--- config.mk ---
export PLATFORM = sky130hd
export DESIGN_NAME = stream_prefetcher
export DESIGN_NICKNAME = d
export VERILOG_FILES = /design/src/rtl/sbp_pkg.sv /design/src/rtl/sbp_entry_store.sv /design/src/rtl/sbp_rsp_router.sv /design/src/rtl/stream_prefetcher.sv
export SDC_FILE = /design/constraint.sdc
export NUM_CORES = 1
export LEC_CHECK = 0
export BUFFER_PORTS_ARGS = -buffer_cell sky130_fd_sc_hd__buf_2
export CORE_AREA = 2 2 168 170
export CTS_BUF_LIST = sky130_fd_sc_hd__clkbuf_4 sky130_fd_sc_hd__clkbuf_8
export DETAILED_ROUTE_END_ITERATION = 8
export DIE_AREA = 0 0 170 172
export PLACE_DENSITY = 0.59
export SLEW_MARGIN = 5
export SYNTH_ARGS = -nofsm -noshare
export SYNTH_HDL_FRONTEND = slang
export SYNTH_SLANG_ARGS = --single-unit
--- constraint.sdc ---
create_clock -name clk -period 7.8 [get_ports clk]
set_input_delay 0 -clock clk [delete_from_list [all_inputs] [get_ports clk]]
set_output_delay 0 -clock clk [all_outputs]
set_load 0.005 [all_outputs]
--- src/rtl/sbp_pkg.sv ---
package sbp_pkg;

    typedef enum logic [1:0] {
        ST_IDLE    = 2'd0,
        ST_BUFWAIT = 2'd1,
        ST_DEMREQ  = 2'd2,
        ST_DEMWAIT = 2'd3
    } sbp_state_e;

    typedef enum logic [1:0] {
        RSP_NONE   = 2'd0,
        RSP_DROP   = 2'd1,
        RSP_DEMAND = 2'd2,
        RSP_PREF   = 2'd3
    } sbp_rsp_e;

    function automatic int idx_bits(input int depth);
        return (depth > 1) ? $clog2(depth) : 1;
    endfunction

    function automatic int cnt_bits(input int depth);
        return $clog2(depth + 1);
    endfunction

endpackage

--- src/rtl/sbp_entry_store.sv ---
module sbp_entry_store import sbp_pkg::*; #(
    parameter int DEPTH  = 4,
    parameter int ADDR_W = 16,
    parameter int DATA_W = 32
) (
    input  logic                          clk,
    input  logic                          rst,
    input  logic                          flush,
    input  logic                          push,
    input  logic [ADDR_W-1:0]             push_tag,
    input  logic                          fill_en,
    input  logic [DATA_W-1:0]             fill_data,
    input  logic                          pop,
    output logic [cnt_bits(DEPTH)-1:0]    count,
    output logic [cnt_bits(DEPTH)-1:0]    filled,
    output logic                          full,
    output logic [ADDR_W-1:0]             head_tag,
    output logic [DATA_W-1:0]             head_data
);
    localparam int IW = idx_bits(DEPTH);
    localparam int CW = cnt_bits(DEPTH);

    logic [IW-1:0]     head_q;
    logic [CW-1:0]     count_q, filled_q;
    logic [ADDR_W-1:0] tag_q  [DEPTH];
    logic [DATA_W-1:0] data_q [DEPTH];
    logic [IW-1:0]     tail_idx, fill_idx;

    function automatic logic [IW-1:0] adv(input logic [IW-1:0] p, input logic [CW-1:0] n);
        int s;
        s = int'(p) + int'(n);
        if (s >= DEPTH) s = s - DEPTH;
        return IW'(s);
    endfunction

    assign tail_idx  = adv(head_q, count_q);
    assign fill_idx  = adv(head_q, filled_q);
    assign count     = count_q;
    assign filled    = filled_q;
    assign full      = (count_q == CW'(DEPTH));
    assign head_tag  = tag_q[head_q];
    assign head_data = data_q[head_q];

    always_ff @(posedge clk) begin
        if (rst) begin
            head_q   <= '0;
            count_q  <= '0;
            filled_q <= '0;
        end else if (flush) begin
            count_q  <= '0;
            filled_q <= '0;
        end else begin
            if (pop) head_q <= adv(head_q, CW'(1));
            count_q  <= count_q + CW'(push) - CW'(pop);
            filled_q <= filled_q + CW'(fill_en) - CW'(pop);
        end
    end

    for (genvar g = 0; g < DEPTH; g++) begin : g_slot
        always_ff @(posedge clk) begin
            if (!flush && push && tail_idx == IW'(g)) tag_q[g]  <= push_tag;
            if (!flush && fill_en && fill_idx == IW'(g)) data_q[g] <= fill_data;
        end
    end

    // a push never lands on a full FIFO
    a_r5_no_overflow: assert property (@(posedge clk) disable iff (rst)
        push |-> !full);
    // the controller only takes the head once its data is present
    a_r9_pop_needs_data: assert property (@(posedge clk) disable iff (rst)
        pop |-> (filled_q != '0));
    // arriving data always belongs to an entry still waiting for it
    a_r6_fill_has_slot: assert property (@(posedge clk) disable iff (rst)
        fill_en |-> (filled_q < count_q));
    a_r5_filled_le_count: assert property (@(posedge clk) disable iff (rst)
        filled_q <= count_q);

endmodule

--- src/rtl/sbp_rsp_router.sv ---
module sbp_rsp_router import sbp_pkg::*; #(
    parameter int CW = 3
) (
    input  logic          clk,
    input  logic          rst,
    input  logic          rsp_valid,
    input  logic          demand_out,
    input  logic          flush,
    input  logic [CW-1:0] pending,
    output sbp_rsp_e      kind
);
    logic [CW-1:0] stale_q;

    always_comb begin
        if (!rsp_valid)          kind = RSP_NONE;
        else if (stale_q != '0)  kind = RSP_DROP;
        else if (demand_out)     kind = RSP_DEMAND;
        else                     kind = RSP_PREF;
    end

    always_ff @(posedge clk) begin
        if (rst) stale_q <= '0;
        else stale_q <= stale_q - CW'(kind == RSP_DROP)
                      + (flush ? (pending - CW'(kind == RSP_PREF)) : '0);
    end

    // a new flush only happens once older stale replies have drained
    a_r6_flush_clean: assert property (@(posedge clk) disable iff (rst)
        flush |-> (stale_q == '0));

endmodule

--- src/rtl/stream_prefetcher.sv ---
module stream_prefetcher import sbp_pkg::*; #(
    parameter int DEPTH  = 4,
    parameter int ADDR_W = 16,
    parameter int DATA_W = 32
) (
    input  logic              clk,
    input  logic              rst,
    input  logic              miss_valid,
    input  logic [ADDR_W-1:0] miss_addr,
    output logic              miss_ready,
    output logic              fill_valid,
    output logic [ADDR_W-1:0] fill_addr,
    output logic [DATA_W-1:0] fill_data,
    output logic              fill_from_buf,
    output logic              mem_req_valid,
    output logic [ADDR_W-1:0] mem_req_addr,
    output logic              mem_req_prefetch,
    input  logic              mem_req_ready,
    input  logic              mem_rsp_valid,
    input  logic [DATA_W-1:0] mem_rsp_data
);
    localparam int CW = cnt_bits(DEPTH);

    typedef struct packed {
        logic [ADDR_W-1:0] addr;
        logic [DATA_W-1:0] data;
        logic              from_buf;
    } fill_t;

    sbp_state_e        state_q;
    logic [ADDR_W-1:0] cur_q, pf_next_q;
    logic              pf_on_q;
    fill_t             fill_q;
    logic              fill_v_q;

    logic [CW-1:0]     count, filled;
    logic              full;
    logic [ADDR_W-1:0] head_tag;
    logic [DATA_W-1:0] head_data;
    sbp_rsp_e          rsp_kind;

    logic accept, head_hit, flush, dem_req, pf_req, pf_take, pop;

    assign miss_ready = (state_q == ST_IDLE);
    assign accept     = miss_valid && miss_ready;
    assign head_hit   = (count != '0) && (head_tag == miss_addr);
    assign flush      = accept && !head_hit;
    assign dem_req    = (state_q == ST_DEMREQ);
    assign pf_req     = pf_on_q && !full && !dem_req && !flush;
    assign pf_take    = pf_req && mem_req_ready;
    assign pop        = (state_q == ST_BUFWAIT) && (filled != '0);

    assign mem_req_valid    = dem_req || pf_req;
    assign mem_req_addr     = dem_req ? cur_q : pf_next_q;
    assign mem_req_prefetch = !dem_req;

    assign fill_valid    = fill_v_q;
    assign fill_addr     = fill_q.addr;
    assign fill_data     = fill_q.data;
    assign fill_from_buf = fill_q.from_buf;

    sbp_entry_store #(.DEPTH(DEPTH), .ADDR_W(ADDR_W), .DATA_W(DATA_W)) u_store (
        .clk       (clk),
        .rst       (rst),
        .flush     (flush),
        .push      (pf_take),
        .push_tag  (pf_next_q),
        .fill_en   (rsp_kind == RSP_PREF),
        .fill_data (mem_rsp_data),
        .pop       (pop),
        .count     (count),
        .filled    (filled),
        .full      (full),
        .head_tag  (head_tag),
        .head_data (head_data)
    );

    sbp_rsp_router #(.CW(CW)) u_router (
        .clk        (clk),
        .rst        (rst),
        .rsp_valid  (mem_rsp_valid),
        .demand_out (state_q == ST_DEMWAIT),
        .flush      (flush),
        .pending    (count - filled),
        .kind       (rsp_kind)
    );

    always_ff @(posedge clk) begin
        if (rst) begin
            state_q   <= ST_IDLE;
            cur_q     <= '0;
            pf_next_q <= '0;
            pf_on_q   <= 1'b0;
            fill_q    <= '0;
            fill_v_q  <= 1'b0;
        end else begin
            fill_v_q <= 1'b0;
            if (pf_take) pf_next_q <= pf_next_q + 1'b1;
            unique case (state_q)
                ST_IDLE: if (accept) begin
                    cur_q <= miss_addr;
                    if (head_hit) begin
                        state_q <= ST_BUFWAIT;
                    end else begin
                        state_q   <= ST_DEMREQ;
                        pf_next_q <= miss_addr + 1'b1;
                        pf_on_q   <= 1'b1;
                    end
                end
                ST_BUFWAIT: if (pop) begin
                    state_q  <= ST_IDLE;
                    fill_q   <= '{addr: cur_q, data: head_data, from_buf: 1'b1};
                    fill_v_q <= 1'b1;
                end
                ST_DEMREQ: if (mem_req_ready) state_q <= ST_DEMWAIT;
                ST_DEMWAIT: if (rsp_kind == RSP_DEMAND) begin
                    state_q  <= ST_IDLE;
                    fill_q   <= '{addr: cur_q, data: mem_rsp_data, from_buf: 1'b0};
                    fill_v_q <= 1'b1;
                end
                default: state_q <= ST_IDLE;
            endcase
        end
    end

    // quiet ports after reset
    a_r1_reset_quiet: assert property (@(posedge clk)
        rst |=> (miss_ready && !fill_valid && !mem_req_valid));
    // a non-matching miss puts its demand read on the port next cycle
    a_r2_demand_next: assert property (@(posedge clk) disable iff (rst)
        (miss_valid && miss_ready && !head_hit) |=>
            (mem_req_valid && !mem_req_prefetch && mem_req_addr == $past(miss_addr)));
    // an untaken demand read stays put
    a_r2_demand_held: assert property (@(posedge clk) disable iff (rst)
        (mem_req_valid && !mem_req_prefetch && !mem_req_ready) |=>
            (mem_req_valid && !mem_req_prefetch && $stable(mem_req_addr)));
    // taken prefetches run in sequence
    a_r4_sequential: assert property (@(posedge clk) disable iff (rst)
        (mem_req_valid && mem_req_ready && mem_req_prefetch) |=>
            (!(mem_req_valid && mem_req_prefetch) ||
             mem_req_addr == ADDR_W'($past(mem_req_addr) + 1'b1)));
    // demand data goes straight to the fill port
    a_r7_demand_fill: assert property (@(posedge clk) disable iff (rst)
        (rsp_kind == RSP_DEMAND) |=>
            (fill_valid && !fill_from_buf && fill_data == $past(mem_rsp_data)));
    // a head match never produces a demand read
    a_r8_hit_no_demand: assert property (@(posedge clk) disable iff (rst)
        (miss_valid && miss_ready && head_hit) |=> !(mem_req_valid && !mem_req_prefetch));
    // one miss in service at a time
    a_r10_busy_after_accept: assert property (@(posedge clk) disable iff (rst)
        (miss_valid && miss_ready) |=> (!miss_ready && !fill_valid));
    a_r10_single_fill: assert property (@(posedge clk) disable iff (rst)
        fill_valid |=> !fill_valid);

endmodule

==> metrics <==
Final Cycle Share=62.7%; Mapped Cells=897; worst hold slack=180 ps; Initial Utilization=44.3%; Setup CP Type=flop to flop; DIE HEIGHT=172 µm; WL/cell=19.6 µm; Layout Nets=1147; buffer and inverter count on the worst path=2; Clk Latency, worst-skew pair=580 ps; Worst Hold End=u_store.data_q[2][21]; # rows=61; Final Hold Vio Count=0; RSZ-0062 raised after global routing=no; clock skew=31.8 ps; CP top delay family=simple AND/OR/NAND/NOR gates; hpwl dp=17.5 mm; via count=7819; fmax=204 MHz; Synth Warn #=0; synthesized area=12200 µm²; post-CTS sizing=0; Lkg Pwr=5.22 nW; Final Max Slew Viols=0; GRT Resource Usage Total=19.8%; root buffer cell=clkbuf_8; post-synth top area share=47.4%; drt total wl=28.7 mm; setup_tns=0 ps; Max Root-Sink Buffers=3; Area Growth Syn to Fin=20.5%; die area=29200 µm²; # diodes=0; Tightest Pin Transition=1040 ps; Hold WC Path Type=input port to flop; first drt pass iteration count=5; outcome=complete, no violations; Syn Nets=966; grt ovf=0; Final setup viols=0; initial antenna violation count=0; cell with the most instances after synthesis=edfxtp_1; clock sink count=290; critical path fanouts, max=52; Max Cap Viol=0; 1st-iter DRT viols=447; register-to-register setup slack=2910 ps; crit path cell chain=buf_4, mux4_1, xor2_1, nor4_1, and3_1, a21oi_4, nand2_1, ha_1, fa_1, xor2_1, xnor2_1, nor4_1, inv_1, o21ai_0, or3_1; Slowest-stage cell, CP=and3_1; number of library cell types mapped by synthesis=48; Util after Layout=53.4%; I/O pin count=122; IO Port Bufs=121; relative slew slack=30.5%; layout cells sized above 1=25.8%; CP arrival=5350 ps; Final Instance Area=14700 µm²; hold wc startpoint=mem_rsp_data[21]; top cells by count, synth=edfxtp_1, nand2_1, dfxtp_1, nor2_1; Final Wtd Congestion=0.805; hold depth=2; Peak VDD IR=0.155 mV; dominant synthesized flop cell=edfxtp_1; core area=27500 µm²; Post-synth ARST share=0%; Tot Pwr=3.90 mW; Inst Count DP=1322; Vias/cell=5.36; fin worst setup slack=2910 ps; vias in the first global route=7784; # fillers=2371; postcts setup bufs=0; global-route wire length before repair=44.1 mm; CTS Buf Count=48; pwr dens=266 nW/µm²; mean post-synth cell area=13.6 µm²; antenna-violating nets left=0; Final Instance Count excl. Fillers=1460; Placed Area=13100 µm²; pre-CTS setup slack=2880 ps; Worst R2R Path Depth=15; fin crit period=4890 ps; element type at the critical path start=flop; Post-synth EDFFs=192; largest net degree at the start of global routing=70; worst endpoint required time=8260 ps; ranking of synthesized cells by area=edfxtp_1, dfxtp_1, mux4_2, nand2_1, mux4_1; DIE WIDTH=170 µm; CTS tree=built; reg2reg end=u_router.stale_q[2]; Critical Path End Type=flop; H-tree depth=2; Yosys reg bits=290; Clock transition at path regs=60 ps; post-synth top area cell=edfxtp_1; CP max stage delay=740 ps; Seq/Total Area, Yosys=63.5%; DRC=0
==> cell type report <==
type / count / area, µm² / share of cell area [%]
flip-flops and latches: 290 / 7730 / 52.7
multi-input cells: 527 / 4130 / 28.2
inverters: 19 / 71.3 / 0.486
well taps: 346 / 433 / 2.95
clock inverters: 9 / 119 / 0.810
clock buffers: 77 / 916 / 6.24
repair buffers: 192 / 1270 / 8.66
==> worst max path at each step <==
stage	from	endpoint	slack, ps	cells past startpoint
after CTS	flop	u_router.stale_q[2]	2900	16
after global routing	flop	u_router.stale_q[2]	2590	16
after global placement	flop	u_router.stale_q[2]	2980	16
after detailed placement	flop	u_router.stale_q[2]	2880	16
after floorplan	flop	u_store.data_q[0][0]	2120	8
final	flop	u_router.stale_q[2]	2910	15
==> layer usage <==
| layer | share of wire, % | global-route usage, % | up-vias |
|---|---|---|---|
| li1 | - | - | 3739 |
| met1 | 43 | 25.1 | 3850 |
| met2 | 50 | 34.5 | 178 |
| met3 | 4.8 | 3.91 | 52 |
| met4 | 2.4 | 6.17 | 0 |
| met5 | 0 | 0 | - |
==> cell families after synthesis <==
kind of cell               synth area share (%)
AOI/OAI and AO/OA                          6.74
and+or+nand+nor                            10.0
DFF                                        63.5
buffers and inverters                      2.90
xor gates and xnor gates                   4.10
adders and majority gates                  1.95
muxes                                      10.8
==> worst register-to-register path, cell delays in order (launching register included) <==
cell and delay (ps):
dfxtp_2 310, buf_4 590, mux4_1 460, xor2_1 170, nor4_1 380, and3_1 740
a21oi_4 330, nand2_1 180, ha_1 250, fa_1 440, xor2_1 180, xnor2_1 210
nor4_1 80, inv_1 80, o21ai_0 60, or3_1 320
==> sequential cells by signal, summed over array words and instances (netlist names), named ones only <==
name and count:
cur_q 16, fill_addr 16, fill_data 32, fill_from_buf 1
fill_valid 1, pf_next_q 16, pf_on_q 1, state_q 2
u_router.stale_q 3, u_store.count 3, u_store.data_q 128, u_store.filled 3
u_store.head_q 2, u_store.tag_q 64
==> placed cells by master, fill, tap and decap left out, types with 4 or more instances in the layout <==
cell,n
edfxtp_1,192
xor2_1,24
nand3_1,46
nand2_1,119
clkbuf_8,54
a211oi_1,25
and2_1,4
dfxtp_1,96
xnor2_1,33
a311oi_1,33
o21ai_0,4
mux2_2,18
a21oi_1,36
nor3_1,10
fa_1,5
and3_1,8
buf_4,20
nor2_1,51
mux4_2,32
mux2i_1,8
nor4_2,4
nand4_1,6
dlygate4sd3_1,52
nor4_1,4
inv_1,19
ha_1,11
clkbuf_4,23
buf_2,120
mux4_1,12
==> power breakdown <==
group	leakage, nW	total [mW]	switching, mW	internal, mW
Clock	0.552	1.41	0.593	0.813
Sequential	2.55	1.87	0.0843	1.78
Combinational	2.13	0.632	0.361	0.271
==> what timing repair did <==
action / 4_1_cts / 5_1_grt
setup endpoints to repair: 0 / 0
hold buffers: 52 / 0
endpoints found under the hold margin: 191 / 0
Power figures use the tool's default switching activity.
